**config.mk**
```make
export PLATFORM = sky130hd
export DESIGN_NAME = bsalu_word
export DESIGN_NICKNAME = d
export VERILOG_FILES = /design/src/rtl/bsalu_pkg.sv /design/src/rtl/bsalu_cmp_cell.sv /design/src/rtl/bsalu_bit_slice.sv /design/src/rtl/bsalu_word.sv
export SDC_FILE = /design/constraint.sdc
export NUM_CORES = 1
export LEC_CHECK = 0
export BUFFER_PORTS_ARGS = -buffer_cell sky130_fd_sc_hd__buf_4
export CAP_MARGIN = 20
export CORE_MARGIN = 2
export CORE_UTILIZATION = 52
export DETAILED_ROUTE_END_ITERATION = 16
export GPL_TIMING_DRIVEN = 0
export PLACE_DENSITY = 0.8
export REMOVE_ABC_BUFFERS = 1
export SLEW_MARGIN = 15
export SYNTH_ARGS = -nofsm -noshare
export SYNTH_HDL_FRONTEND = slang
export SYNTH_SLANG_ARGS = --single-unit
```
**constraint.sdc**
```tcl
create_clock -name vclk -period 3.5
set_clock_uncertainty 0.15 [all_clocks]
set_input_delay 0.525 -clock vclk [all_inputs]
set_output_delay 0.525 -clock vclk [all_outputs]
set_load 0.1 [all_outputs]
```
**src/rtl/bsalu_pkg.sv**
```systemverilog
// Package: shared operation encoding for the sliced ALU.
// Assumes: a 3-bit select code; the code order is part of the block's interface.
package bsalu_pkg;
    typedef enum logic [2:0] {
        OP_ADD   = 3'd0,
        OP_ADDNB = 3'd1,
        OP_OR    = 3'd2,
        OP_AND   = 3'd3,
        OP_XOR   = 3'd4,
        OP_PASSB = 3'd5,
        OP_NOTB  = 3'd6,
        OP_PASSA = 3'd7
    } op_e;
endpackage

```
**src/rtl/bsalu_cmp_cell.sv**
```systemverilog
// Module: one stage of the magnitude compare ripple.
// A stage whose bits differ decides the flags itself.
// A stage whose bits match forwards the flags it receives.
// Assumes: the incoming flags are never both set.
module bsalu_cmp_cell (
    input  logic a_i,
    input  logic b_i,
    input  logic gt_i,
    input  logic lt_i,
    output logic gt_o,
    output logic lt_o
);
    logic same;

    // Bits equal: no decision at this stage.
    assign same = ~(a_i ^ b_i);

    // Mirror-image flag equations.
    always_comb begin
        gt_o = (a_i & ~b_i) | (same & gt_i);
        lt_o = (~a_i & b_i) | (same & lt_i);
    end

    // an exclusive input pair must stay exclusive.
    always_comb begin
        if (!(gt_i && lt_i))
            p_flags_exclusive_r7: assert (!(gt_o && lt_o))
                else $error("compare stage drove both flags");
    end
endmodule

```
**src/rtl/bsalu_bit_slice.sv**
```systemverilog
// Module: one-bit ALU slice.
// Computes the selected operation on one bit pair, with an active-high carry.
// Carry-out is forced to zero outside the two add codes.
// Contains its own compare stage, which is independent of the operation.
module bsalu_bit_slice
    import bsalu_pkg::*;
(
    input  logic a_i,
    input  logic b_i,
    input  logic carry_i,
    input  op_e  op_i,
    input  logic gt_i,
    input  logic lt_i,
    output logic res_o,
    output logic carry_o,
    output logic gt_o,
    output logic lt_o
);
    logic b_eff;
    logic half;

    // B seen by the adder: inverted for the subtract-style add.
    assign b_eff = (op_i == OP_ADDNB) ? ~b_i : b_i;
    assign half  = a_i ^ b_eff;

    // Result and carry for the selected operation.
    always_comb begin
        carry_o = 1'b0;
        case (op_i)
            OP_ADD, OP_ADDNB: begin
                res_o   = half ^ carry_i;
                carry_o = (a_i & b_eff) | (carry_i & half);
            end
            OP_OR:    res_o = a_i | b_i;
            OP_AND:   res_o = a_i & b_i;
            OP_XOR:   res_o = a_i ^ b_i;
            OP_PASSB: res_o = b_i;
            OP_NOTB:  res_o = ~b_i;
            OP_PASSA: res_o = a_i;
            default:  res_o = 1'b0;
        endcase
    end

    bsalu_cmp_cell u_cmp (
        .a_i  (a_i),
        .b_i  (b_i),
        .gt_i (gt_i),
        .lt_i (lt_i),
        .gt_o (gt_o),
        .lt_o (lt_o)
    );
endmodule

```
**src/rtl/bsalu_word.sv**
```systemverilog
// Module: ALU word built from a chain of identical one-bit slices.
// Carry ripples from the LSB to the MSB, and so do the compare flags,
// whose entry point is tied low.
// Purely combinational, so there is no clock and no reset.
module bsalu_word
    import bsalu_pkg::*;
#(
    parameter int WIDTH = 4
) (
    input  logic [WIDTH-1:0] a_i,
    input  logic [WIDTH-1:0] b_i,
    input  logic             carry_i,
    input  logic [2:0]       sel_i,
    output logic [WIDTH-1:0] result_o,
    output logic             carry_o,
    output logic             a_gt_b_o,
    output logic             a_lt_b_o
);
    localparam int NLINK = WIDTH + 1;

    op_e              op;
    logic [NLINK-1:0] cy;
    logic [NLINK-1:0] gt;
    logic [NLINK-1:0] lt;

    // Decode the select code and seed the ripple chains.
    assign op    = op_e'(sel_i);
    assign cy[0] = carry_i;
    assign gt[0] = 1'b0;
    assign lt[0] = 1'b0;

    // One slice per bit, each chained to its lower neighbour.
    for (genvar i = 0; i < WIDTH; i++) begin : g_slice
        bsalu_bit_slice u_slice (
            .a_i     (a_i[i]),
            .b_i     (b_i[i]),
            .carry_i (cy[i]),
            .op_i    (op),
            .gt_i    (gt[i]),
            .lt_i    (lt[i]),
            .res_o   (result_o[i]),
            .carry_o (cy[i+1]),
            .gt_o    (gt[i+1]),
            .lt_o    (lt[i+1])
        );
    end

    // Word outputs come from the most significant link.
    assign carry_o  = cy[WIDTH];
    assign a_gt_b_o = gt[WIDTH];
    assign a_lt_b_o = lt[WIDTH];

    // Port-level checks on the rippled results.
    always_comb begin
        if (a_i == b_i)
            p_equal_no_flag_r7: assert (!a_gt_b_o && !a_lt_b_o)
                else $error("flag set on equal operands");
        if (sel_i >= 3'd2)
            p_carry_idle_r6: assert (!carry_o)
                else $error("carry out on non-arithmetic code");
        if (sel_i == 3'd7)
            p_pass_a_r5: assert (result_o == a_i)
                else $error("pass-A result mismatch");
        if (sel_i == 3'd1 && carry_i)
            p_sub_no_borrow_r3: assert (carry_o == (a_i >= b_i))
                else $error("subtract carry mismatch");
    end
endmodule

```
; ---- Word level (Yosys, flattened, before mapping)
; Cells that the tools add are included.
[op_classes]
bitwise = 63
muxes = 12
reduce_logical = 2
eq_ne = 7
[op_table]
columns = operator, n
row1 = $pmux W1 S7, 4
row2 = $and A1 B1 Y1, 26
row3 = $or A1 B1 Y1, 14
row4 = $eq A3 B3 Y1 const B, 4
row5 = $xor A1 B1 Y1, 12
row6 = $not A1 Y1, 11
row7 = $mux W1, 8
row8 = $eq A3 B2 Y1 const B, 2
row9 = $eq A3 B1 Y1 const B, 1
row10 = $logic_not A3 Y1, 1
row11 = $reduce_or A2 Y1, 1
[totals]
regBits = 0
wordCells = 84

; ---- Depth between registers and ports, before layout
[logic_depth]
depth_word = 15
ltp_mapped = 14

; ---- Hierarchy
; From an unflattened synthesis, not the netlist that was laid out.
[unflattened]
cells_unflattened = 84
area_unflattened_um2 = 718.2
[by_module_without_submodules]
columns = mod, area_per_inst_um2, cells_each, instances
row1 = bsalu_bit_slice (g_slice[0].u_slice ...), 130.1, 15, 2
row2 = bsalu_cmp_cell, 47.5, 6, 4
row3 = bsalu_bit_slice (g_slice[2].u_slice), 132.6, 14, 1
row4 = bsalu_bit_slice (g_slice[1].u_slice), 131.4, 15, 1
row5 = bsalu_word, 3.8, 1, 1

; ---- Worst setup path before layout
; No wires, ideal clock.
[synth_timing]
kind = input port to output port
from = in sel_i[1]
to = out carry_o
required_time_ps = 2825
setup_slack_ps = -2000
n_path_buf = 2
arrival_time_ps = 4825
cell_stages = 13
cell_sequence = buf_2 > nor2_2 > and2_1 > buf_2 > xnor2_1 > fa_1 > and2_1 > fa_1 > nand2_1 > fa_1 > or3_1 > fa_1 > nor3_1
[synth_via]
elab_chain_len = 15
word_cells_on_any_way = 27
cone_classes = 1 x eq/ne / 8 x mux / 16 x bitwise / 2 x reduce/logical
[synth_lines]
columns = item, line_no
row1 = start: declaration, bsalu_word.sv:13  ; input logic [2:0] sel_i,
row2 = $eq A3 B1 Y1, "bsalu_bit_slice.sv:23, bsalu_bit_slice.sv:29"
row3 = $mux W1, bsalu_bit_slice.sv:23  ; assign b_eff = (op_i == OP_ADDNB) ? ~b_i : b_i;
row4 = $xor A1 B1 Y1, bsalu_bit_slice.sv:24  ; assign half = a_i ^ b_eff;
row5 = $and A1 B1 Y1, bsalu_bit_slice.sv:32  ; carry_o = (a_i & b_eff) | (carry_i & half);
row6 = $or A1 B1 Y1, bsalu_bit_slice.sv:32
row7 = $mux W1, bsalu_bit_slice.sv:29  ; case (op_i)
row8 = $and A1 B1 Y1, bsalu_bit_slice.sv:32
row9 = $or A1 B1 Y1, bsalu_bit_slice.sv:32
row10 = $mux W1, bsalu_bit_slice.sv:29
row11 = $and A1 B1 Y1, bsalu_bit_slice.sv:32
row12 = $or A1 B1 Y1, bsalu_bit_slice.sv:32
row13 = $mux W1, bsalu_bit_slice.sv:29
row14 = $and A1 B1 Y1, bsalu_bit_slice.sv:32
row15 = $or A1 B1 Y1, bsalu_bit_slice.sv:32
row16 = $mux W1 *, bsalu_bit_slice.sv:29
row17 = end: declaration, bsalu_word.sv:15  ; output logic carry_o,
; Every way passes the cells marked *; elsewhere a longest branch is shown, timed or not.

; ---- Worst setup path after layout
[layout_timing]
from = in sel_i[2]
to = out result_o[3]
[layout_via]
elab_chain_len = 14
word_cells_on_any_way = 31
cone_classes = 7 x eq/ne / 8 x mux / 14 x bitwise / 2 x reduce/logical
[layout_lines]
columns = item, line_no
row1 = $eq A3 B1 Y1, "bsalu_bit_slice.sv:23, bsalu_bit_slice.sv:29"
row2 = $mux W1, bsalu_bit_slice.sv:23
row3 = $xor A1 B1 Y1, bsalu_bit_slice.sv:24
row4 = $and A1 B1 Y1, bsalu_bit_slice.sv:32
row5 = $or A1 B1 Y1, bsalu_bit_slice.sv:32
row6 = $mux W1, bsalu_bit_slice.sv:29
row7 = $and A1 B1 Y1, bsalu_bit_slice.sv:32
row8 = $or A1 B1 Y1, bsalu_bit_slice.sv:32
row9 = $mux W1, bsalu_bit_slice.sv:29
row10 = $and A1 B1 Y1, bsalu_bit_slice.sv:32
row11 = $or A1 B1 Y1, bsalu_bit_slice.sv:32
row12 = $mux W1, bsalu_bit_slice.sv:29
row13 = $xor A1 B1 Y1, bsalu_bit_slice.sv:31  ; res_o = half ^ carry_i;
row14 = $pmux W1 S7 *, bsalu_bit_slice.sv:29
row15 = end: declaration, bsalu_word.sv:14  ; output logic [WIDTH-1:0] result_o,
; Marked as above.

==> flow_summary.yaml <==
global_routing:
  gr-max-usage-layer: "met2"
  use_met1_pct: 23.7
  grt.overflow.total: 0
  grt_max_degree: 20
  gr-usage-met2_pct: 41.9
  number_of_antenna_violations_at_the_first_check_in_global_routing: 0
  m3_gr_usage_pct: 1.74
  grt_first_pass_wirelength_um: 2970
  gr-usage-all-layers_pct: 21.1
  first_global_vias: 683
hold_path:
  worstHoldPathType: "in2out"
finish:
  fillers: 91
  insertedDiodeCount: 0
  multiInputGateArea_um2: 694
  finish.net_count: 145
  clockBufferCount: 0
  drive_above_1_share_pct: 38.7
  register_area_um2: 0
  syn_to_final_growth_pct: 35.4
  design.seq.count: 0
  finalNonFillerCells: 126
place:
  post-dp-hpwl_um: 1120
  io_buffers: 19
  placed_cells_incl_taps: 118
  gp_routability_congestion: 0.774
floorplan:
  die_h_um: 41.9
  initial_utilization_pct: 56.6
  die_width_um: 41.9
  ios: 19
  rows: 13
  design.die.area_mm2: 0.00175
  core_mm2: 0.00132
synth:
  yosys_warnings: 0
  netlist-cell-type-count: 29
  synth_area_leaders: "sky130_fd_sc_hd__ha_1, sky130_fd_sc_hd__fa_1, sky130_fd_sc_hd__inv_1, sky130_fd_sc_hd__xnor2_1, sky130_fd_sc_hd__mux2i_1"
  syn-mean-instance-area_um2: 7.93
  syn-instance-count: 94
  synth.top_cells.by_count: "sky130_fd_sc_hd__ha_1, sky130_fd_sc_hd__inv_1, sky130_fd_sc_hd__nand2_1"
  most_frequent_cell_after_synthesis: "sky130_fd_sc_hd__ha_1"
  synth.yosys.seq_area_share_pct: 0
  synth_largest_type_area_fraction_pct: 26.8
  post_synth_instance_area_um2: 746
  synth_top_area_cell: "sky130_fd_sc_hd__ha_1"
worst_setup_path:
  cpMaxStageDelayCell: "sky130_fd_sc_hd__fa_2"
  timing.critical_path.arrival_ns: 3.16
  critical_path_s_most_frequent_cell: "sky130_fd_sc_hd__buf_4"
  cp_capture_type: "output pin"
  critPathKind: "in2out"
  crit_required_ns: 2.82
  worstPathMaxFanout: 3
  cp_cell_sequence: "buf_12 > nor2_4 > buf_4 > buf_4 > buf_4 > buf_4 > buf_4 > and2_4 > fa_2 > nand2_2 > fa_2 > or3_4 > fa_2 > a32oi_2 > buf_6"
  timing.critical_path.slowest_cell_delay_ns: 0.43
  startpoint_type: "primary input"
timing:
  finalWorstPathRequiredPeriod_ns: 3.84
  maxClockFrequency_mhz: 261
  hold_viol_final: 0
  setup_repair_after_global_routing_missed_its_margin: "yes"
  timing.max_slew.rel_slack_pct: 83.1
  finalSetupViolCount: 3
  timing.hold.ws_ns: 1.41
  timing.final.crit_share_pct: 110
  timing.final.ws_setup_ns: -0.338
  slew_viol_final: 0
  worst_slew_pin_slew_ns: 0.250
  timing.setup.tns_ns: -0.602
route:
  route.detailed.drc: 0
  wire_per_inst_um: 13.7
  route.vias.total: 691
  finalWirelength_um: 1720
  vias_per_cell: 5.48
  dr.pass1.iters: 4
  ant_nets: 0
  drtIter0Drc: 8
pwr:
  p_leak_nw: 0.481
  peakVddDrop_v: 0.000125
  p_per_area_mw_per_mm2: 202
  fin_total_pwr_uw: 204
clocking:
  cts_hold_repair.buffers: 0
outcome:
  run_status: "complete, but fails checks"
  violations: "negative setup slack"
run:
  maxCapViolations: 0
## what timing repair did
item                                    in CTS  in global routing
endpoints found under the setup margin       4                  3
resized for setup                           29                  0
endpoints found under the hold margin        0                  0
pin swaps                                   11                  6
setup buffers                                8                  0
## kinds of logic after synthesis
kind of cell / Yosys count / share of synthesized area [%]
AO/OA/AOI/OAI: 19 / 15.9
XOR/XNOR: 4 / 4.70
adder cells (fa/ha/maj): 20 / 37.6
buffers and inverters: 21 / 15.3
multiplexers: 6 / 10.1
AND/OR/NAND/NOR: 24 / 16.4
## worst max-delay path: cells and delay by family
kind / cells / cell delay (ns)
adder cells (fa/ha/maj): 3 / 0.93
buffers and inverters: 7 / 0.86
AND/OR/NAND/NOR: 4 / 0.63
AO/OA/AOI/OAI: 1 / 0.20
## power breakdown
| part | leakage, nW | total, mW | switching (mW) | internal [mW] |
|---|---|---|---|---|
| sequential | 0 | 0 | 0 | 0 |
| combinational | 0.481 | 0.204 | 0.130 | 0.0742 |
| clock | 0 | 0 | 0 | 0 |
## metal layers
metal	vias to the layer above	wire, um
met5	-	0
met4	0	36
met3	4	69
met2	20	910
met1	326	707
li1	341	-
## stage by stage
stage / util (%) / setup WS (ns) / cell area, um2
2_1_floorplan: - / -1.83 / 673
3_3_place_gp: 63.3 / -0.672 / 835
3_5_place_dp: 63.3 / -0.706 / 835
4_1_cts: 76.6 / -0.353 / 1010
5_1_grt: 76.6 / -0.416 / 1010
6_report: 76.6 / -0.338 / 1010
## area by class of cell
cell class	instances	share of cell area, %
timing repair buffer	27	25.3
tap	15	1.86
inverter	11	4.09
multi-input combinational	73	68.8
## placed cells by master, fill, tap and decap left out, types with 2 or more instances in the layout
master / Yosys / layout
sky130_fd_sc_hd__buf_4: 4 / 21
sky130_fd_sc_hd__nor2b_1: 2 / 2
sky130_fd_sc_hd__nor2_1: 5 / 5
sky130_fd_sc_hd__o21bai_1: 2 / 2
sky130_fd_sc_hd__and2_4: 0 / 2
sky130_fd_sc_hd__inv_1: 11 / 11
sky130_fd_sc_hd__buf_12: 0 / 3
sky130_fd_sc_hd__fa_2: 0 / 4
sky130_fd_sc_hd__buf_6: 2 / 2
sky130_fd_sc_hd__nand2_1: 7 / 6
sky130_fd_sc_hd__nand2b_1: 3 / 3
sky130_fd_sc_hd__o211ai_1: 2 / 2
sky130_fd_sc_hd__a21oi_1: 5 / 5
sky130_fd_sc_hd__xnor2_1: 4 / 3
sky130_fd_sc_hd__a31oi_1: 3 / 3
sky130_fd_sc_hd__o21ai_0: 3 / 3
sky130_fd_sc_hd__mux2i_1: 3 / 3
sky130_fd_sc_hd__ha_1: 16 / 16
## final timing paths
path              startpoint     endpoint  cells past startpoint
setup / recovery    sel_i[2]  result_o[3]                     15
hold / removal      sel_i[2]      carry_o                      4
Note: power is estimated with default switching activity, not from simulation.
